<file path="src/rtl/router_pkg.sv">
package router_pkg;

  // Port numbering used by the routing decision and by the outputs.
  localparam int NPORT = 5;

  typedef enum logic [2:0] {
    PORT_LOCAL = 3'd0,
    PORT_NORTH = 3'd1,
    PORT_EAST  = 3'd2,
    PORT_SOUTH = 3'd3,
    PORT_WEST  = 3'd4
  } port_e;

  // Type field: bit 0 opens a packet, bit 1 closes it.
  function automatic logic opens_pkt(input logic [1:0] ftype);
    return ftype[0];
  endfunction

  function automatic logic closes_pkt(input logic [1:0] ftype);
    return ftype[1];
  endfunction

endpackage

</file>
<file path="src/rtl/router_in_fifo.sv">
module router_in_fifo #(
  parameter int W     = 18,
  parameter int DEPTH = 4
) (
  input  logic         clk,
  input  logic         rst_n,
  input  logic         wr_en,
  input  logic [W-1:0] wr_data,
  input  logic         rd_en,
  output logic [W-1:0] rd_data,
  output logic         not_empty
);
  localparam int AW = (DEPTH > 1) ? $clog2(DEPTH) : 1;
  localparam logic [AW:0]   FULL_CNT = (AW+1)'(DEPTH);
  localparam logic [AW-1:0] LAST_IDX = AW'(DEPTH - 1);

  logic [W-1:0]  mem [DEPTH];
  logic [AW-1:0] wp_q, rp_q;
  logic [AW:0]   cnt_q;
  logic          wr_ok, rd_ok;

  assign wr_ok     = wr_en && (cnt_q != FULL_CNT);
  assign rd_ok     = rd_en && (cnt_q != '0);
  assign not_empty = (cnt_q != '0);
  assign rd_data   = mem[rp_q];

  always_ff @(posedge clk) begin
    if (!rst_n) begin
      wp_q  <= '0;
      rp_q  <= '0;
      cnt_q <= '0;
    end else begin
      if (wr_ok) wp_q <= (wp_q == LAST_IDX) ? '0 : wp_q + 1'b1;
      if (rd_ok) rp_q <= (rp_q == LAST_IDX) ? '0 : rp_q + 1'b1;
      cnt_q <= cnt_q + (AW+1)'(wr_ok) - (AW+1)'(rd_ok);
    end
  end

  always_ff @(posedge clk) begin
    if (wr_ok) mem[wp_q] <= wr_data;
  end

endmodule

</file>
<file path="src/rtl/router_route_unit.sv">
module router_route_unit
  import router_pkg::*;
#(
  parameter int COORD_W = 3
) (
  input  logic               clk,
  input  logic               rst_n,
  input  logic               valid,
  input  logic [1:0]         ftype,
  input  logic [COORD_W-1:0] dest_x,
  input  logic [COORD_W-1:0] dest_y,
  input  logic [COORD_W-1:0] my_x,
  input  logic [COORD_W-1:0] my_y,
  input  logic               pop,
  output logic [NPORT-1:0]   req
);
  logic [NPORT-1:0] fresh, held_q, route_now;

  // X first, then Y, then eject.
  always_comb begin
    fresh = '0;
    if (dest_x > my_x)      fresh[PORT_EAST]  = 1'b1;
    else if (dest_x < my_x) fresh[PORT_WEST]  = 1'b1;
    else if (dest_y > my_y) fresh[PORT_SOUTH] = 1'b1;
    else if (dest_y < my_y) fresh[PORT_NORTH] = 1'b1;
    else                    fresh[PORT_LOCAL] = 1'b1;
  end

  assign route_now = opens_pkt(ftype) ? fresh : held_q;
  assign req       = valid ? route_now : '0;

  // Remember the head's choice for the body and tail that follow.
  always_ff @(posedge clk) begin
    if (!rst_n) held_q <= '0;
    else if (pop && opens_pkt(ftype) && !closes_pkt(ftype)) held_q <= fresh;
  end

endmodule

</file>
<file path="src/rtl/router_rr_arb.sv">
module router_rr_arb #(
  parameter int N = 5
) (
  input  logic         clk,
  input  logic         rst_n,
  input  logic [N-1:0] req,
  input  logic         advance,
  output logic [N-1:0] grant
);
  localparam int IW = (N > 1) ? $clog2(N) : 1;
  localparam logic [IW-1:0] START = IW'(N - 1);

  logic [IW-1:0] last_q;

  // Search starts just after the last winner.
  always_comb begin
    grant = '0;
    for (int k = 1; k <= N; k++) begin
      int idx;
      idx = int'(last_q) + k;
      if (idx >= N) idx = idx - N;
      if (grant == '0 && req[idx]) grant[idx] = 1'b1;
    end
  end

  always_ff @(posedge clk) begin
    if (!rst_n) last_q <= START;
    else if (advance) begin
      for (int j = 0; j < N; j++)
        if (grant[j]) last_q <= IW'(j);
    end
  end

endmodule

</file>
<file path="src/rtl/router_out_port.sv">
module router_out_port
  import router_pkg::*;
#(
  parameter int NIN      = 5,
  parameter int FLIT_W   = 18,
  parameter int DS_DEPTH = 4
) (
  input  logic                         clk,
  input  logic                         rst_n,
  input  logic [NIN-1:0]               req,
  input  logic [NIN-1:0][FLIT_W-1:0]   flits,
  input  logic                         credit_ret,
  output logic [NIN-1:0]               send_vec,
  output logic                         out_valid,
  output logic [FLIT_W-1:0]            out_flit
);
  localparam int CNT_W = $clog2(DS_DEPTH + 1);
  localparam logic [CNT_W-1:0] CRD_INIT = CNT_W'(DS_DEPTH);

  logic                 locked_q;
  logic [NIN-1:0]       owner_q;
  logic [CNT_W-1:0]     crd_q;
  logic [NIN-1:0]       arb_req, arb_gnt, sel;
  logic                 can_send, send;
  logic [FLIT_W-1:0]    xbar;
  logic [1:0]           ftype;

  assign arb_req = locked_q ? '0 : req;

  router_rr_arb #(.N(NIN)) arb_i (
    .clk     (clk),
    .rst_n   (rst_n),
    .req     (arb_req),
    .advance (send && !locked_q),
    .grant   (arb_gnt)
  );

  assign sel      = locked_q ? (owner_q & req) : arb_gnt;
  assign can_send = (crd_q != '0);
  assign send_vec = can_send ? sel : '0;
  assign send     = |send_vec;

  // Crossbar column: one-hot select of the granted input.
  always_comb begin
    xbar = '0;
    for (int i = 0; i < NIN; i++)
      if (send_vec[i]) xbar = xbar | flits[i];
  end

  assign ftype = xbar[FLIT_W-1:FLIT_W-2];

  always_ff @(posedge clk) begin
    if (!rst_n) begin
      locked_q  <= 1'b0;
      owner_q   <= '0;
      crd_q     <= CRD_INIT;
      out_valid <= 1'b0;
      out_flit  <= '0;
    end else begin
      crd_q     <= crd_q + CNT_W'(credit_ret) - CNT_W'(send);
      out_valid <= send;
      if (send) begin
        out_flit <= xbar;
        if (closes_pkt(ftype)) begin
          locked_q <= 1'b0;
        end else if (opens_pkt(ftype)) begin
          locked_q <= 1'b1;
          owner_q  <= send_vec;
        end
      end
    end
  end

endmodule

</file>
<file path="src/rtl/mesh_router.sv">
module mesh_router
  import router_pkg::*;
#(
  parameter int PAYLOAD_W = 16,
  parameter int COORD_W   = 3,
  parameter int BUF_DEPTH = 4,
  parameter int DS_DEPTH  = 4,
  localparam int FLIT_W   = PAYLOAD_W + 2
) (
  input  logic                           clk,
  input  logic                           rst_n,
  input  logic [COORD_W-1:0]             my_x,
  input  logic [COORD_W-1:0]             my_y,
  input  logic [NPORT-1:0]               in_valid,
  input  logic [NPORT-1:0][FLIT_W-1:0]   in_flit,
  output logic [NPORT-1:0]               in_credit,
  output logic [NPORT-1:0]               out_valid,
  output logic [NPORT-1:0][FLIT_W-1:0]   out_flit,
  input  logic [NPORT-1:0]               out_credit
);
  logic [NPORT-1:0][FLIT_W-1:0] head;
  logic [NPORT-1:0]             has_flit, pop;
  logic [NPORT-1:0][NPORT-1:0]  req_in;   // [input][output]
  logic [NPORT-1:0][NPORT-1:0]  req_out;  // [output][input]
  logic [NPORT-1:0][NPORT-1:0]  snd;      // [output][input]

  for (genvar i = 0; i < NPORT; i++) begin : g_in
    router_in_fifo #(.W(FLIT_W), .DEPTH(BUF_DEPTH)) fifo_i (
      .clk       (clk),
      .rst_n     (rst_n),
      .wr_en     (in_valid[i]),
      .wr_data   (in_flit[i]),
      .rd_en     (pop[i]),
      .rd_data   (head[i]),
      .not_empty (has_flit[i])
    );

    router_route_unit #(.COORD_W(COORD_W)) route_i (
      .clk    (clk),
      .rst_n  (rst_n),
      .valid  (has_flit[i]),
      .ftype  (head[i][FLIT_W-1:FLIT_W-2]),
      .dest_x (head[i][2*COORD_W-1:COORD_W]),
      .dest_y (head[i][COORD_W-1:0]),
      .my_x   (my_x),
      .my_y   (my_y),
      .pop    (pop[i]),
      .req    (req_in[i])
    );
  end

  always_comb begin
    for (int o = 0; o < NPORT; o++)
      for (int i = 0; i < NPORT; i++)
        req_out[o][i] = req_in[i][o];
  end

  for (genvar o = 0; o < NPORT; o++) begin : g_out
    router_out_port #(.NIN(NPORT), .FLIT_W(FLIT_W), .DS_DEPTH(DS_DEPTH)) port_i (
      .clk        (clk),
      .rst_n      (rst_n),
      .req        (req_out[o]),
      .flits      (head),
      .credit_ret (out_credit[o]),
      .send_vec   (snd[o]),
      .out_valid  (out_valid[o]),
      .out_flit   (out_flit[o])
    );
  end

  // An input is dequeued when any output takes its head flit.
  always_comb begin
    pop = '0;
    for (int o = 0; o < NPORT; o++) pop = pop | snd[o];
  end

  always_ff @(posedge clk) begin
    if (!rst_n) in_credit <= '0;
    else        in_credit <= pop;
  end

endmodule

</file>
<file path="config.mk">
export PLATFORM = sky130hd
export DESIGN_NAME = mesh_router
export DESIGN_NICKNAME = d
export VERILOG_FILES = /design/src/rtl/router_pkg.sv /design/src/rtl/router_in_fifo.sv /design/src/rtl/router_route_unit.sv /design/src/rtl/router_rr_arb.sv /design/src/rtl/router_out_port.sv /design/src/rtl/mesh_router.sv
export SDC_FILE = /design/constraint.sdc
export NUM_CORES = 1
export LEC_CHECK = 0
export BUFFER_PORTS_ARGS = -buffer_cell sky130_fd_sc_hd__buf_2
export CORE_UTILIZATION = 34
export CTS_CLUSTER_DIAMETER = 100
export DETAILED_ROUTE_END_ITERATION = 16
export PLACE_DENSITY = 0.54
export SLEW_MARGIN = 15
export SYNTH_ARGS = -nofsm -noshare
export SYNTH_HDL_FRONTEND = slang
export SYNTH_SLANG_ARGS = --single-unit
</file>
<file path="constraint.sdc">
create_clock -name clk -period 8.45 [get_ports clk]
set_input_delay 0.845 -clock clk [delete_from_list [all_inputs] [get_ports clk]]
set_output_delay 0.845 -clock clk [all_outputs]
set_load 0.01 [all_outputs]
</file>
After elaboration in Yosys (flattened, before gate mapping)
Memory sizes are Yosys's and may differ from the RTL's. A register that Yosys moved wholly into a read port is not among the register bits.
Index checks and enable logic that the tools add are counted.
W data, S select, Z words.
Operators by class
  add/subtract/negate cells: 80
  $lt $le $gt $ge: 95
  eq/ne operators: 15
  mux-type cells: 340
  bitwise operators: 54
  reductions and logical operators: 140
Operator list (number)
  $ge A32 B1 Y1 const B: 25
  $lt A32 B5 Y1 const B: 25
  $mux W32: 25
  $mux W18: 25
  $or A18 B18 Y18: 20
  $mux W5: 50
  $ge A32 B4 Y1 const B: 5
  $sub A32 B4 Y32 const B: 5
  $mux W1: 125
  $or A5 B5 Y5: 24
  $logic_not A5 Y1: 20
  $sub A4 B3 Y5 const B: 20
  $ge A4 B3 Y1 const B: 20
  $mux W2: 40
  $bmux W1 S3: 25
  $demux W1 S3: 25
  $mux W3: 25
  $logic_and A1 B1 Y1: 70
  $add A3 B2 Y4 const B: 10
  $add A3 B3 Y4 const B: 10
  $add A3 B1 Y3: 10
  $gt A3 B3 Y1: 10
  $lt A3 B3 Y1: 10
  $reduce_bool A3 Y1: 10
  13 further kinds: 90
Storage, ports and cells
  register bits after elaboration: 220
  RAM bits: 360
  bits of input ports: 108
  word-level logic and storage cells: 780
  memories kept: 5
Memory list
  g_in[0].fifo_i.mem: depth 4, width 18, read ports 1, clocked after Yosys merged registers in 1, wr ports 1, RTL line router_in_fifo.sv:17  | logic [W-1:0] mem [DEPTH];
  g_in[1].fifo_i.mem: depth 4, width 18, read ports 1, clocked after Yosys merged registers in 1, wr ports 1, RTL line router_in_fifo.sv:17
  g_in[2].fifo_i.mem: depth 4, width 18, read ports 1, clocked after Yosys merged registers in 1, wr ports 1, RTL line router_in_fifo.sv:17
  g_in[3].fifo_i.mem: depth 4, width 18, read ports 1, clocked after Yosys merged registers in 1, wr ports 1, RTL line router_in_fifo.sv:17
  g_in[4].fifo_i.mem: depth 4, width 18, read ports 1, clocked after Yosys merged registers in 1, wr ports 1, RTL line router_in_fifo.sv:17

Logic depth before layout (Yosys ltp)
  depth after elaboration: 37
  gate-level depth with buffers: 35

Cells and area by module
A second synthesis with hierarchy kept.
Unflattened totals
  cell total of the unflattened synthesis: 3346
  area total of the unflattened synthesis: 35753.0 um2
By module, submodules not included
  router_in_fifo: instances 5, cells an instance 145, area an instance 3079.2 um2
  router_out_port: instances 5, cells an instance 190, area an instance 1639.1 um2
  router_rr_arb (g_out[0].port_i.arb_i ...): instances 4, cells an instance 273, area an instance 1896.8 um2
  router_route_unit: instances 5, cells an instance 51, area an instance 441.7 um2
  router_rr_arb (g_out[4].port_i.arb_i): instances 1, cells an instance 299, area an instance 2140.8 um2
  mesh_router: instances 1, cells an instance 25, area an instance 225.2 um2

Worst setup path after synthesis
OpenSTA, ideal clock, no wires.
  path kind: reg2reg
  from: register g_out[2].port_i.arb_i.last_q[0]
  to: register g_in[1].fifo_i.cnt_q[2]
  arrival: 6.851 ns
  setup slack: 1.471 ns
  stages on the path, launching flop included: 35
  path buffers: 8
  period minus slack after synthesis: 6.979 ns
  path through: dfxtp_1 > buf_2 > clkinv_1 > clkbuf_1 > ha_1 > buf_2 > clkbuf_1 > nand2b_1 > clkbuf_1 > nand2_1 > ha_1 > nand2b_1 > o21ai_0 > ha_1 > o41ai_1 > a31oi_1 > o22ai_1 > o311a_1 > or3_1 > buf_2 > or4_4 > nand3_2 > nor4_1 > o21ba_1 > buf_2 > or4b_1 > buf_6 > ha_1 > inv_1 > ha_1 > inv_1 > fa_1 > xor2_1 > xnor2_1 > nor2_1
On the way
  cells in the longest elaborated chain, start to end: 27
  elaborated cells on any way between the ends: 84
  classes of those cells: add/sub (11); order compare (15); mux (37); bitwise (7); reduce/logical (14)
RTL lines
  start: declaration: RTL line router_rr_arb.sv:13  | logic [IW-1:0] last_q;
  start signal: assignment: RTL line router_rr_arb.sv:30  | if (grant[j]) last_q <= IW'(j);
  $add A3 B1 Y4: RTL line router_rr_arb.sv:20  | idx = int'(last_q) + k;
  $sub A32 B4 Y32 or $ge A32 B4 Y1 (tied branches): RTL line router_rr_arb.sv:21  | if (idx >= N) idx = idx - N;
  $mux W32: RTL line router_rr_arb.sv:21
  $ge A32 B1 Y1 (implied by the code) or $lt A32 B5 Y1 (tied branches): RTL line router_rr_arb.sv:22  | if (grant == '0 && req[idx]) grant[idx] = 1'b1;
  $logic_and A1 B1 Y1 (implied by the code): RTL line router_rr_arb.sv:22
  $mux W1 (implied by the code): RTL line router_rr_arb.sv:22
  $demux W1 S3: RTL line router_rr_arb.sv:22
  $mux W5: RTL line router_rr_arb.sv:22
  [... 10 more ...]
  $logic_and A1 B1 Y1: RTL line router_rr_arb.sv:22
  $mux W5 *: RTL line router_rr_arb.sv:22
  $mux W5 *: RTL line router_out_port.sv:38  | assign sel = locked_q ? (owner_q & req) : arb_gnt;
  $mux W5 *: RTL line router_out_port.sv:40  | assign send_vec = can_send ? sel : '0;
  $or A5 B5 Y5 * (3 in a row): RTL line mesh_router.sv:74  | for (int o = 0; o < NPORT; o++) pop = pop | snd[o];
  $logic_and A1 B1 Y1 *: RTL line router_in_fifo.sv:23  | assign rd_ok = rd_en && (cnt_q != '0);
  named net g_in[1].fifo_i.rd_ok: RTL line router_in_fifo.sv:20  | logic wr_ok, rd_ok;
  $sub A3 B1 Y3 *: RTL line router_in_fifo.sv:35  | cnt_q <= cnt_q + (AW+1)'(wr_ok) - (AW+1)'(rd_ok);
  end signal: assignment: RTL line router_in_fifo.sv:35
  end: declaration: RTL line router_in_fifo.sv:19  | logic [AW:0] cnt_q;
The timed path passes the listed nets; every way through them passes the cells marked *. The select of a mux whose other input is x is not followed.
A chain may end at the register's enable or synchronous reset.

==> flow_metrics.tcl <==
set metrics [dict create \
    ctsResizeCount 0 \
    yosys_warnings 0 \
    synthAdderAreaFrac 0.0598 \
    dpl.hpwl_mm 93.5 \
    worst_setup_path_start_kind "flip-flop" \
    setup_violations 0 \
    ys_async_sr_fraction 0 \
    worstSkewPairLatency_ns 0.64 \
    final_nets 3809 \
    synth-main-ff-cell "edfxtp_1" \
    multi_input_area_um2 18600 \
    via_per_inst 6.03 \
    syn_nets 3667 \
    yosysUniqueCellTypes 119 \
    syn_area_um2 35400 \
    core-area_um2 102000 \
    holdBufCountCts 0 \
    tightest_slew_ns 1.03 \
    fillers 10100 \
    status "finished clean" \
    layout.area.seq_um2 15400 \
    required_ns 8.94 \
    num_io_pins 208 \
    cap_violations 0 \
    postRouteAntennaNets 0 \
    grt_pass1_wl_mm 186 \
    synthMostInstantiatedCell "edfxtp_1" \
    synthTopCellsByCount "360 x edfxtp_1, 293 x nand2_1, 230 x dfxtp_1" \
    grt_setup_unrepaired "false" \
    grt_pass1_vias 28400 \
    synth.mux.area_fraction 0.0811 \
    worstPathCellList "mux4_2, ha_1, nand3_1, a21oi_1, buf_4, o2111ai_1, a21oi_1, a221oi_1, a221oi_1, nand3_1, o31ai_1, nor2_1, a211oi_1, a21boi_2, nor4_2, inv_1, ha_1, inv_1, ha_1, inv_1, fa_1, xor2_1, xnor2_1, nor2_1" \
    fin_skew_ns 0.0332 \
    clock_path_buffers 3 \
    max_freq_ghz 0.131 \
    wl_per_cell_um 25.3 \
    holdCritPathClass "in2reg" \
    cp_slowest_stage_delay_ns 0.72 \
    synth_compound_area_frac 0.219 \
    area.growth.synth_to_final_pct 13.4 \
    cts.sinks 590 \
    yosysTopAreaCell "edfxtp_1" \
    hold_depth 1 \
    synth.area.top_cells "edfxtp_1 31%, dfxtp_1 13%, mux4_2 5.9%, ha_1 5.1%, nand2_1 3.1%" \
    synth_seq_cells 590 \
    irDropWorstVdd_uv 336 \
    hold_viol_final 0 \
    gp_congestion 0.966 \
    p_leak_nw 14.6 \
    min_to "g_in[1].fifo_i.mem[0][10]$_DFFE_PP_" \
    r2r_end "g_in[0].fifo_i.cnt_q[2]$_SDFF_PN0_" \
    antenna_found_initial 11 \
    final_util 0.391 \
    synth_top_family_by_area "compound AO/OA/AOI/OAI gates" \
    path_clk_slew_ns 0.06 \
    synthCells 3399 \
    cp.arrival_ns 8.14 \
    worst-setup-path-type "reg2reg" \
    synthXorXnorAreaFrac 0.0109 \
    powerDensity_nw_per_um2 456 \
    htreeDepth 3 \
    end_kind "flip-flop" \
    initial_core_util 0.345 \
    drive_gt1_frac 0.167 \
    synth-simple-area-share 0.152 \
    grt_max_degree 81 \
    grt.total_usage 0.230 \
    min_period_ns 7.65 \
    drcViolationCount 0 \
    drt_iter0_drc 3906 \
    min_from "in_flit[28]" \
    timing.setup.tns_ns 0 \
    cpMaxStageDelayCell "mux4_2" \
    die_h_um 325 \
    dieWidth_um 325 \
    numCtsBuffers 67 \
    drt_wl_total_mm 126 \
    yosys.area.top_type_share 0.306 \
    r2r_cells 24 \
    num_rows 117 \
    cp_max_fo 9 \
    grt-ovfl-total 0 \
    synth_edf_count 360 \
    syn_avg_cell_area_um2 10.4 \
    postCtsSetupBuffers 0 \
    cts_tree "yes" \
    fin_crit_sh 0.906 \
    vias 29900 \
    rrSetupSlack_ns 0.80 \
    portBuffers 207 \
    firstDrtPassIters 12 \
    slew_viol_final 0 \
    die-area_um2 105000 \
    seq_area_frac_synth 0.436 \
    cts_root_buffer "clkbuf_16" \
    slew_headroom 0.311 \
]
kinds of logic after synthesis:
| family | after synthesis |
|---|---|
| xor gates and xnor gates | 44 |
| muxes | 170 |
| AOI/OAI and AO/OA | 1048 |
| and+or+nand+nor | 1037 |
| adders and majority gates | 160 |
| DFF | 590 |
| buffers and inverters | 350 |
registers in the layout, summed over array words and instances, names as in the netlist, named ones only:
name and count:
g_in.fifo_i.rp_q 10, in_credit 5, g_out.port_i.out_flit 90, g_in.fifo_i.mem 360, g_out.port_i.locked_q 5, g_out.port_i.arb_i.last_q 15, g_out.port_i.crd_q 15, g_in.fifo_i.cnt_q 15
g_in.fifo_i.wp_q 10, g_in.route_i.held_q 25, g_out.port_i.out_valid 5, g_out.port_i.owner_q 25
worst max-delay path, delay by kind of cell, from the launching register on:
kind	cells	cell delay, ns
buffers and inverters	4	0.41
AO/OA/AOI/OAI	8	2.94
multiplexers	1	0.72
XOR/XNOR	2	0.33
flip-flops	1	0.70
adder cells (fa/ha/maj)	4	1.21
AND/OR/NAND/NOR	5	1.21
how the worst max path moves through the flow:
stage	end	slack [ns]	start	cells after the start
finish	g_in[0].fifo_i.cnt_q[2]$_SDFF_PN0_	0.80	flip-flop	24
global route	g_in[0].fifo_i.cnt_q[2]$_SDFF_PN0_	0.55	flip-flop	23
CTS	g_in[0].fifo_i.cnt_q[2]$_SDFF_PN0_	0.95	flip-flop	23
detailed placement	g_in[0].fifo_i.cnt_q[2]$_SDFF_PN0_	0.97	flip-flop	23
global placement	g_in[2].fifo_i.cnt_q[2]$_SDFF_PN0_	1.08	flip-flop	23
floorplan	g_in[1].fifo_i.cnt_q[2]$_SDFF_PN0_	1.47	g_out[2].port_i.arb_i.last_q[0]$_SDFFE_PN0P_	34
stage by stage:
step	power (W)	hold slack, ns	instances	area (µm²)	worst slack (ns)
6_report	0.0183	0.441	4963	40100	0.797
5_1_grt	0.0194	0.419	4962	40100	0.545
4_1_cts	0.0181	0.410	4962	40100	0.954
3_5_place_dp	0.0151	0.446	4840	37900	0.967
3_3_place_gp	0.0152	0.438	4840	37900	1.08
2_1_floorplan	0.0116	0.430	3399	35400	1.47
power by group:
group / switching [W] / internal, W
sequential: 0.000416 / 0.00362
clock: 0.00127 / 0.00168
combinational: 0.00733 / 0.00399
cell usage in the layout (no fill, tap or decap), types with 25 or more instances in the layout:
master	instances
edfxtp_1	360
nand2_1	293
dfxtp_1	230
nor2_1	222
buf_2	206
a21oi_1	178
ha_1	145
inv_1	121
o21ai_0	120
a31oi_1	117
mux4_2	92
buf_4	88
a22oi_1	87
nand3_1	81
mux2i_1	69
clkbuf_16	69
and2_1	67
a222oi_1	65
nor3_1	58
nand2b_1	51
nor2b_1	40
o211ai_1	37
a211oi_1	35
or3_1	34
xnor2_1	31
nand4_1	31
a21o_1	29
o31ai_1	25
a22o_1	25
layout make-up:
| cell class | count | area share |
|---|---|---|
| clock inverters | 37 | 0.00992 |
| repair buffers | 294 | 0.0422 |
| clock buffers | 85 | 0.0453 |
| inverters | 129 | 0.0122 |
| well taps | 1368 | 0.0427 |
| diodes | 1 | 0.0000624 |
| multi-input cells | 2459 | 0.463 |
| flip-flops and latches | 590 | 0.384 |
metal layers:
metal	vias to the layer above	GRT usage	share of wire
met5	-	0	0.00081
met3	271	0.0369	0.071
met1	14700	0.313	0.43
li1	13600	-	-
met4	18	0.0829	0.035
met2	1391	0.369	0.46
Note: power is estimated with default switching activity, not from simulation.
